<file path="src/rtl/adc_seq_pkg.sv">
package adc_seq_pkg;
  typedef enum logic [2:0] {
    MD_CONT    = 3'd0,
    MD_SINGLE  = 3'd1,
    MD_IDLE    = 3'd2,
    MD_PDOWN   = 3'd3,
    MD_ZS_CAL  = 3'd4,
    MD_FS_CAL  = 3'd5,
    MD_SYS_OFS = 3'd6,
    MD_SYS_FS  = 3'd7
  } seq_mode_e;

  localparam logic [2:0] GAIN_UNITY = 3'd0;
  localparam logic [2:0] GAIN_TOP   = 3'd7;
  localparam logic [2:0] SETTLE_PERIODS  = 3'd2;
  localparam logic [2:0] FS_HIGH_PERIODS = 3'd4;
endpackage

</file>
<file path="src/rtl/adc_seq_rate_lut.sv">
module adc_seq_rate_lut #(
  parameter int unsigned TICK_W = 16,
  parameter int unsigned PERIOD_TAB [0:15] = '{4, 8, 12, 16, 20, 24, 28, 32,
                                               36, 40, 44, 48, 52, 56, 60, 64}
) (
  input  logic [3:0]        rate_i,
  output logic [TICK_W-1:0] period_o
);
  logic [TICK_W-1:0] tab [16];

  for (genvar g = 0; g < 16; g++) begin : g_tab
    assign tab[g] = TICK_W'(PERIOD_TAB[g]);
  end

  assign period_o = tab[rate_i];
endmodule

</file>
<file path="src/rtl/adc_seq_timer.sv">
module adc_seq_timer #(
  parameter int unsigned TICK_W      = 16,
  parameter int unsigned EARLY_TICKS = 2
) (
  input  logic              clk_i,
  input  logic              rst_ni,
  input  logic              restart_i,
  input  logic              run_i,
  input  logic              tick_i,
  input  logic [TICK_W-1:0] period_i,
  output logic              end_o,
  output logic              early_o
);
  logic [TICK_W-1:0] cnt_q;
  logic              step;
  logic              last;

  assign step    = run_i & tick_i;
  assign last    = (cnt_q == period_i - TICK_W'(1));
  assign end_o   = step & last;
  assign early_o = step & (cnt_q == period_i - TICK_W'(EARLY_TICKS + 1));

  always_ff @(posedge clk_i or negedge rst_ni) begin
    if (!rst_ni)        cnt_q <= '0;
    else if (restart_i) cnt_q <= '0;
    else if (step)      cnt_q <= last ? '0 : cnt_q + TICK_W'(1);
  end
endmodule

</file>
<file path="src/rtl/adc_mode_seq.sv">
module adc_mode_seq
  import adc_seq_pkg::*;
#(
  parameter int unsigned TICK_W      = 16,
  parameter int unsigned EARLY_TICKS = 2,
  parameter bit          ID_BIT      = 1'b1,
  parameter int unsigned PERIOD_TAB [0:15] = '{4, 8, 12, 16, 20, 24, 28, 32,
                                               36, 40, 44, 48, 52, 56, 60, 64}
) (
  input  logic       clk_i,
  input  logic       rst_ni,
  input  logic       tick_i,
  input  logic       mode_wr_i,
  input  logic [2:0] mode_code_i,
  input  logic [3:0] rate_code_i,
  input  logic       psw_i,
  input  logic       cfg_wr_i,
  input  logic [2:0] gain_i,
  input  logic [2:0] chan_i,
  input  logic       ref_missing_i,
  input  logic       res_over_i,
  input  logic       res_under_i,
  input  logic       data_rd_i,
  input  logic       coef_wr_i,
  output logic       rdy_o,
  output logic [7:0] status_o,
  output logic       data_load_o,
  output logic       cal_wr_o,
  output logic       cal_sel_o,
  output logic       coef_wr_o,
  output logic       psw_en_o,
  output logic [2:0] mode_o
);
  localparam logic [3:0] RATE_RST = 4'd10;

  seq_mode_e         mode_q;
  logic [3:0]        rate_q;
  logic [2:0]        left_q;
  logic              psw_q, rdy_q, err_q, load_q, calwr_q, calsel_q;
  logic [TICK_W-1:0] period;
  logic              per_end, per_early;
  logic              running, converting, cfg_restart, restart;
  logic [3:0]        wr_rate;
  seq_mode_e         wr_mode;
  logic              res_bad;

  assign converting  = (mode_q == MD_CONT) || (mode_q == MD_SINGLE);
  assign running     = converting || mode_q[2];
  assign cfg_restart = cfg_wr_i && converting;
  assign restart     = mode_wr_i || cfg_restart;
  assign wr_rate     = (rate_code_i == 4'd0) ? rate_q : rate_code_i;
  assign wr_mode     = seq_mode_e'(mode_code_i);
  assign res_bad     = res_over_i | res_under_i | ref_missing_i;

  adc_seq_rate_lut #(
    .TICK_W    (TICK_W),
    .PERIOD_TAB(PERIOD_TAB)
  ) u_lut (
    .rate_i  (rate_q),
    .period_o(period)
  );

  adc_seq_timer #(
    .TICK_W     (TICK_W),
    .EARLY_TICKS(EARLY_TICKS)
  ) u_timer (
    .clk_i    (clk_i),
    .rst_ni   (rst_ni),
    .restart_i(restart),
    .run_i    (running),
    .tick_i   (tick_i),
    .period_i (period),
    .end_o    (per_end),
    .early_o  (per_early)
  );

  always_ff @(posedge clk_i or negedge rst_ni) begin
    if (!rst_ni) begin
      mode_q   <= MD_CONT;
      rate_q   <= RATE_RST;
      left_q   <= SETTLE_PERIODS;
      psw_q    <= 1'b0;
      rdy_q    <= 1'b1;
      err_q    <= 1'b0;
      load_q   <= 1'b0;
      calwr_q  <= 1'b0;
      calsel_q <= 1'b0;
    end else begin
      load_q  <= 1'b0;
      calwr_q <= 1'b0;
      if (mode_wr_i) begin
        rate_q <= wr_rate;
        psw_q  <= psw_i;
        rdy_q  <= 1'b1;
        left_q <= SETTLE_PERIODS;
        mode_q <= wr_mode;
        unique case (wr_mode)
          MD_CONT, MD_SINGLE: err_q <= 1'b0;
          MD_FS_CAL: begin
            if (gain_i == GAIN_TOP) mode_q <= MD_IDLE;   // refused
            else if (gain_i != GAIN_UNITY) left_q <= FS_HIGH_PERIODS;
          end
          default: ;
        endcase
      end else if (cfg_restart) begin
        rdy_q  <= 1'b1;
        left_q <= SETTLE_PERIODS;
      end else begin
        if (data_rd_i) rdy_q <= 1'b1;
        if (per_end) begin
          if (left_q > 3'd1) begin
            left_q <= left_q - 3'd1;
          end else if (converting) begin
            load_q <= 1'b1;
            rdy_q  <= 1'b0;
            err_q  <= res_bad;
            if (mode_q == MD_SINGLE) mode_q <= MD_PDOWN;
          end else begin
            calwr_q  <= 1'b1;
            calsel_q <= mode_q[0];
            rdy_q    <= 1'b0;
            mode_q   <= MD_IDLE;
          end
        end else if (per_early && left_q == 3'd1 && mode_q == MD_CONT) begin
          rdy_q <= 1'b1;   // warn before an unread result is replaced
        end
      end
    end
  end

  assign rdy_o       = rdy_q;
  assign status_o    = {rdy_q, err_q, ref_missing_i, 1'b0, ID_BIT, chan_i};
  assign data_load_o = load_q;
  assign cal_wr_o    = calwr_q;
  assign cal_sel_o   = calsel_q;
  assign coef_wr_o   = coef_wr_i && (mode_q == MD_IDLE || mode_q == MD_PDOWN);
  assign psw_en_o    = psw_q && (mode_q != MD_PDOWN);
  assign mode_o      = mode_q;
endmodule

</file>
<file path="config.mk">
export PLATFORM = sky130hd
export DESIGN_NAME = adc_mode_seq
export DESIGN_NICKNAME = d
export VERILOG_FILES = /design/src/rtl/adc_seq_pkg.sv /design/src/rtl/adc_seq_rate_lut.sv /design/src/rtl/adc_seq_timer.sv /design/src/rtl/adc_mode_seq.sv
export SDC_FILE = /design/constraint.sdc
export NUM_CORES = 1
export LEC_CHECK = 0
export BUFFER_PORTS_ARGS = -buffer_cell sky130_fd_sc_hd__buf_2
export CAP_MARGIN = 20
export CORE_MARGIN = 2
export CORE_UTILIZATION = 45
export DETAILED_ROUTE_END_ITERATION = 10
export PLACE_DENSITY = 0.66
export SLEW_MARGIN = 15
export SYNTH_ARGS = -nofsm -noshare
export SYNTH_HDL_FRONTEND = slang
export SYNTH_HIERARCHICAL = 1
export SYNTH_SLANG_ARGS = --single-unit
</file>
<file path="constraint.sdc">
create_clock -name clk_i -period 3.95 [get_ports clk_i]
set_input_delay 0.79 -clock clk_i [delete_from_list [all_inputs] [get_ports clk_i]]
set_output_delay 0.79 -clock clk_i [all_outputs]
set_load 0.02 [all_outputs]
</file>
==> results of run 1 <==
## per-stage QoR
stage / util / cell area (um2)
4_1_cts: 0.5005 / 3214
6_report: 0.5020 / 3224
3_3_place_gp: 0.4837 / 3107
2_1_floorplan: - / 3062
3_5_place_dp: 0.4837 / 3107
5_1_grt: 0.5020 / 3224
## report_power, final
part	total [mW]	switching, mW	leakage (nW)	internal (mW)
Combinational	0.214	0.135	0.856	0.0792
Clock	0.308	0.121	0.0552	0.187
Sequential	0.356	0.0140	0.419	0.342
## final timing paths
check                           from               end  slack [ns]  cells after the start
setup / recovery           rate_q[1]         cal_sel_o        0.28                     10
max in group asynchronous     rst_ni  u_timer/cnt_q[4]        2.88                      1
hold / removal             cal_sel_o         cal_sel_o        0.51                      1
min in group asynchronous     rst_ni         mode_o[1]        0.56                      1
setup reg to reg           rate_q[1]         cal_sel_o        0.28                     10
hold reg to reg            cal_sel_o         cal_sel_o        0.51                      1
## flip-flops by register name (all words and copies together) (netlist names)
| name | cells |
|---|---|
| psw_q | 1 |
| err_q | 1 |
| mode_o | 3 |
| rate_q | 4 |
| rdy_o | 1 |
| left_q | 3 |
| cal_wr_o | 1 |
| data_load_o | 1 |
| u_timer/cnt_q | 16 |
| cal_sel_o | 1 |
## critical path, stage by stage (launching register included)
cell and delay (ns):
dfstp_2 0.55, ha_1 0.37, nor3_2 0.38, nand2_1 0.19, a2111oi_4 0.23, nor3_2 0.11, or2_2 0.33, nor4_1 0.32
or3b_1 0.53, nor3_2 0.19, mux2_1 0.34
## synth_stat cells (4+ instances only)
| master | number |
|---|---|
| o211ai_1 | 5 |
| nand4_1 | 6 |
| ha_1 | 7 |
| a22oi_1 | 7 |
| o21ai_0 | 8 |
| nor4_1 | 5 |
| xor2_1 | 12 |
| a211oi_1 | 4 |
| nand2_1 | 30 |
| nand3_1 | 19 |
| a22o_1 | 4 |
| xnor2_1 | 18 |
| o31ai_1 | 5 |
| inv_1 | 12 |
| nand2b_1 | 7 |
| dfrtp_1 | 28 |
| a21o_1 | 7 |
| clkbuf_1 | 8 |
| buf_2 | 4 |
| a21oi_1 | 11 |
| nor2b_1 | 8 |
| nor3_2 | 4 |
| buf_4 | 20 |
| nor3_1 | 8 |
| nor2_1 | 23 |
| dfstp_2 | 4 |
| or4_1 | 6 |
## layout by cell type (no fill, tap or decap), types with 8 or more instances in the layout
master / count
buf_2: 32
nand2_1: 30
dfrtp_1: 28
nor2_1: 23
nand3_1: 19
xnor2_1: 18
conb_1: 13
inv_1: 12
xor2_1: 12
a21oi_1: 10
o21ai_0: 8
nor3_1: 8
nor2b_1: 8
## timing repair
item                                   4_1_cts  5_1_grt
gates resized for setup                      0        2
setup buffers                                0        0
setup endpoints to repair                    0        2
endpoints found under the hold margin        0        0
## metal layers
layer	track usage	vias up
li1	-	1302
met1	0.2707	1231
met2	0.3228	52
met3	0.03850	8
met4	0.06782	0
met5	0	-
## cell families after synthesis
family | synth area share
xor+xnor | 0.09226
simple gates | 0.2888
fa+ha+maj | 0.02896
flops | 0.2664
other cells | 0.003723
mux | 0.01448
buf+inv | 0.09226
compound gates | 0.2131
## layout make-up
class	instances	area (um2)	share of cell area
Multi-Input combinational cell	284	1987	0.6162
Sequential cell	32	805.8	0.2499
Timing Repair Buffer	35	182.7	0.05666
Tap cell	77	96.34	0.02988
Clock buffer	6	72.57	0.02251
Inverter	12	45.04	0.01397
Clock inverter	2	35.03	0.01087
==> flow_metrics.tcl, run 1 <==
set metrics [dict create \
    status "finished clean" \
    dieWidth_um 85.98 \
    firstDrtPassIters 4 \
    hpwl_um 5416 \
    diodes 0 \
    dieArea_mm2 0.007392 \
    grt_pass1_wl_um 11980 \
    async_reset_ff_frac 1.000 \
    routed_wirelength_um 6941 \
    coreArea_mm2 0.006422 \
    finalHoldViolations 0 \
    crit_type "reg -> reg" \
    slew_headroom 0.4945 \
    path_clk_slew_ns 0.06 \
    root_buffer "clkbuf_8" \
    setup_viol 0 \
    yosysSeqAreaShare 0.2664 \
    tns_ns 0 \
    io_buffers 32 \
    die_h_um 85.98 \
    cts_buffers 5 \
    finalWorstSetupSlack_ns 0.2784 \
    post_drt_wl_per_cell_um 15.49 \
    hold-worst-slack_ns 0.5098 \
    rsz0062_at_grt "no" \
    m1WireLength_um 3173 \
    clock.fmax_ghz 0.2724 \
    gp_congestion 0.8407 \
    nFillCells 620 \
    hold_buffers 0 \
    grt_max_degree 33 \
    vias 2593 \
    dr_wl_met3_um 376 \
    dp_cells 440 \
    clock_latency_ns 0.29 \
    grt_pass1_vias 2527 \
    synthesis.area_mm2 0.003024 \
    overflow 0 \
    ys_types 73 \
    cp_max_fo 10 \
    period_needed_ns 3.672 \
    synth_area_leaders "dfrtp_1 23%, xnor2_1 5.2%, buf_4 5.0%, nand2_1 3.7%, dfstp_2 3.5%" \
    maxSlewViolCount 0 \
    drt_drc_violations_left 0 \
    powerDensity_mw_per_mm2 272.2 \
    layout-area-overhead-vs-synth_pct 6.620 \
    start_util 0.4709 \
    critPathLaunchType "register" \
    cts_max_path_buffers 2 \
    syn_avg_cell_area_um2 8.567 \
    drive_above_1_share 0.2022 \
    ant_nets 0 \
    grt_use_total 0.2010 \
    cts.sinks 32 \
    yosysWarnings 6 \
    vias_per_cell 5.788 \
    nNetsFinal 401 \
    syn_inst 353 \
    tritoncts "done" \
    antenna_found_initial 0 \
    htree_levels 2 \
    synth_top_cell_by_area "dfrtp_1" \
    first_iter_violations 90 \
    critical_path_arrival_ns 3.83 \
    highest_layer "met4" \
    wl_met2_um 3298 \
    rows 29 \
    ys.flop_type "dfrtp_1" \
    p_total_mw 0.8778 \
    ir_worst_vdd_mv 0.1874 \
    finalClockSkew_ns 0.01096 \
    synth_enable_flop_cells 0 \
    cp.required_ns 4.11 \
    hold_path_class "reg -> reg" \
    finalCritPeriodShare 0.9295 \
    final_cells 448 \
    place_ws_ns 0.2138 \
    cp-end-kind "register" \
    ys_ff_latch 32 \
    netlist.area_leader.share 0.2317 \
    io_pins 41 \
    tightest_slew_ns 0.7582 \
    total_leakage_power_nw 1.331 \
    maxCapViolCount 0 \
]
(Power assumes the default switching activity.)
==> run 2, diff against run 1 <==
Settings changed: PLACE_DENSITY 0.66 to 0.64.
Clock period 3.95 ns to 3.67 ns, I/O delays scaled along.
==> run 2 against run 1 <==
  * Global-route usage is 0.089 points lower
  * Clock power is 6% lower
  * Worst setup slack worse by 0.053 ns
  * Fmax is 6.6% higher
  * Power is 3.7% higher
  * Core utilization is 0.55 points higher
  * Highest routed layer unchanged
  * Final area is 1.1% higher
  * Register-to-register slack worse by 0.05 ns
==> flow_metrics.tcl, run 2 (synthesized netlist as in run 1, its figures left out) <==
set metrics [dict create \
    p_total_mw 0.9101 \
    nFillCells 625 \
    vias_per_cell 5.768 \
    hpwl_um 5418 \
    finalHoldViolations 0 \
    hold_path_class "in -> async" \
    overflow 0 \
    crit_type "reg -> reg" \
    first_iter_violations 210 \
    grt_max_degree 33 \
    cts_buffers 5 \
    finalClockSkew_ns 0.007937 \
    tritoncts "done" \
    path_clk_slew_ns 0.07 \
    io_pins 41 \
    place_ws_ns 0.04015 \
    reg2reg_slack_ns 0.23 \
    largest-register "u_timer/cnt_q" \
    rsz0062_at_grt "no" \
    rows 29 \
    tns_ns 0 \
    clock_latency_ns 0.29 \
    antenna_found_initial 0 \
    final_common_cell "buf_2" \
    routed_wirelength_um 7029 \
    grt_use_total 0.2001 \
    cts.sinks 32 \
    final_core_util 0.5075 \
    reg2reg_depth 11 \
    rr_startpoint "rate_q[1]" \
    drt_drc_violations_left 0 \
    hold_buffers 0 \
    total_leakage_power_nw 1.348 \
    maxSlewViolCount 0 \
    largestRegisters "u_timer/cnt_q (16), rate_q (4)" \
    tightest_slew_ns 0.7314 \
    powerDensity_mw_per_mm2 279.2 \
    final_cell_mix "32 x buf_2, 30 x nand2_1, 28 x dfrtp_1" \
    start_util 0.4709 \
    critPathLaunchType "register" \
    largest_reg_flops 16 \
    diodes 0 \
    grt_pass1_vias 2508 \
    htree_levels 2 \
    grt_pass1_wl_um 11940 \
    critical_path_arrival_ns 3.62 \
    post_drt_wl_per_cell_um 15.52 \
    gp_congestion 0.8345 \
    finalCritPeriodShare 0.9385 \
    dieWidth_um 85.98 \
    maxCapViolCount 0 \
    vias 2613 \
    coreArea_mm2 0.006422 \
    clock.fmax_ghz 0.2903 \
    hold-worst-slack_ns 0.5016 \
    period_needed_ns 3.444 \
    cp.required_ns 3.84 \
    io_buffers 32 \
    firstDrtPassIters 4 \
    cp-end-kind "register" \
    cp_max_fo 6 \
    r2r-end "cal_sel_o" \
    ant_nets 0 \
    cts_max_path_buffers 2 \
    setup_viol 0 \
    finalWorstSetupSlack_ns 0.2258 \
    dieArea_mm2 0.007392 \
    ir_worst_vdd_mv 0.1292 \
    slew_headroom 0.5124 \
    nNetsFinal 406 \
    root_buffer "clkbuf_8" \
    drive_above_1_share 0.2207 \
    die_h_um 85.98 \
    status "finished clean" \
    layout-area-overhead-vs-synth_pct 7.778 \
]
## run 2: routing by layer
layer | wire length [um] | part of all wire | track usage | vias up
met5 | 0 | 0 | 0 | -
met4 | 76 | 0.011 | 0.05483 | 0
met3 | 263 | 0.037 | 0.02984 | 8
met2 | 3319 | 0.47 | 0.3284 | 48
met1 | 3369 | 0.48 | 0.2740 | 1260
li1 | - | - | - | 1297
## run 2: final cells by class
cell class | instances | area (um2) | area share
multi-input cells | 284 | 1998 | 0.6131
flip-flops and latches | 32 | 805.8 | 0.2472
repair buffers | 40 | 220.2 | 0.06756
well taps | 77 | 96.34 | 0.02956
clock buffers | 7 | 86.33 | 0.02649
inverters | 12 | 45.04 | 0.01382
clock inverters | 1 | 7.507 | 0.002303
## run 2: per-stage QoR
step | instance area (um2) | cells
CTS | 3237 | 452
global route | 3259 | 453
floorplan | 3068 | 363
global placement | 3143 | 444
detailed placement | 3143 | 444
finish | 3259 | 453
## run 2: what timing repair did
item	CTS	global route
setup buffers	0	1
resized for setup	0	4
setup endpoints to repair	0	3
## run 2: worst max path at each step
stage,startpoint,end,slack [ns],cells after the start
6_report,rate_q[1],cal_sel_o,0.23,11
5_1_grt,rate_q[1],cal_sel_o,0.0007,11
4_1_cts,rate_q[1],cal_sel_o,0.03,12
3_5_place_dp,rate_q[1],cal_sel_o,0.04,12
3_3_place_gp,rate_q[1],cal_sel_o,0.18,12
2_1_floorplan,rate_q[1],cal_sel_o,0.12,13
## run 2: worst max-delay path, cell delays in order (launching register included)
cell and delay (ns):
dfstp_2 0.54, ha_1 0.18, a21oi_1 0.09, a31oi_2 0.31
xor2_1 0.28, nand3_1 0.11, o22a_2 0.23, or2_2 0.30
nor4_2 0.33, or3b_4 0.48, nor3_2 0.16, mux2_1 0.33
## run 2: report_power, final
part	internal, mW	switching (mW)
clock	0.152	0.137
sequential	0.367	0.0153
combinational	0.0914	0.146
total	0.611	0.299
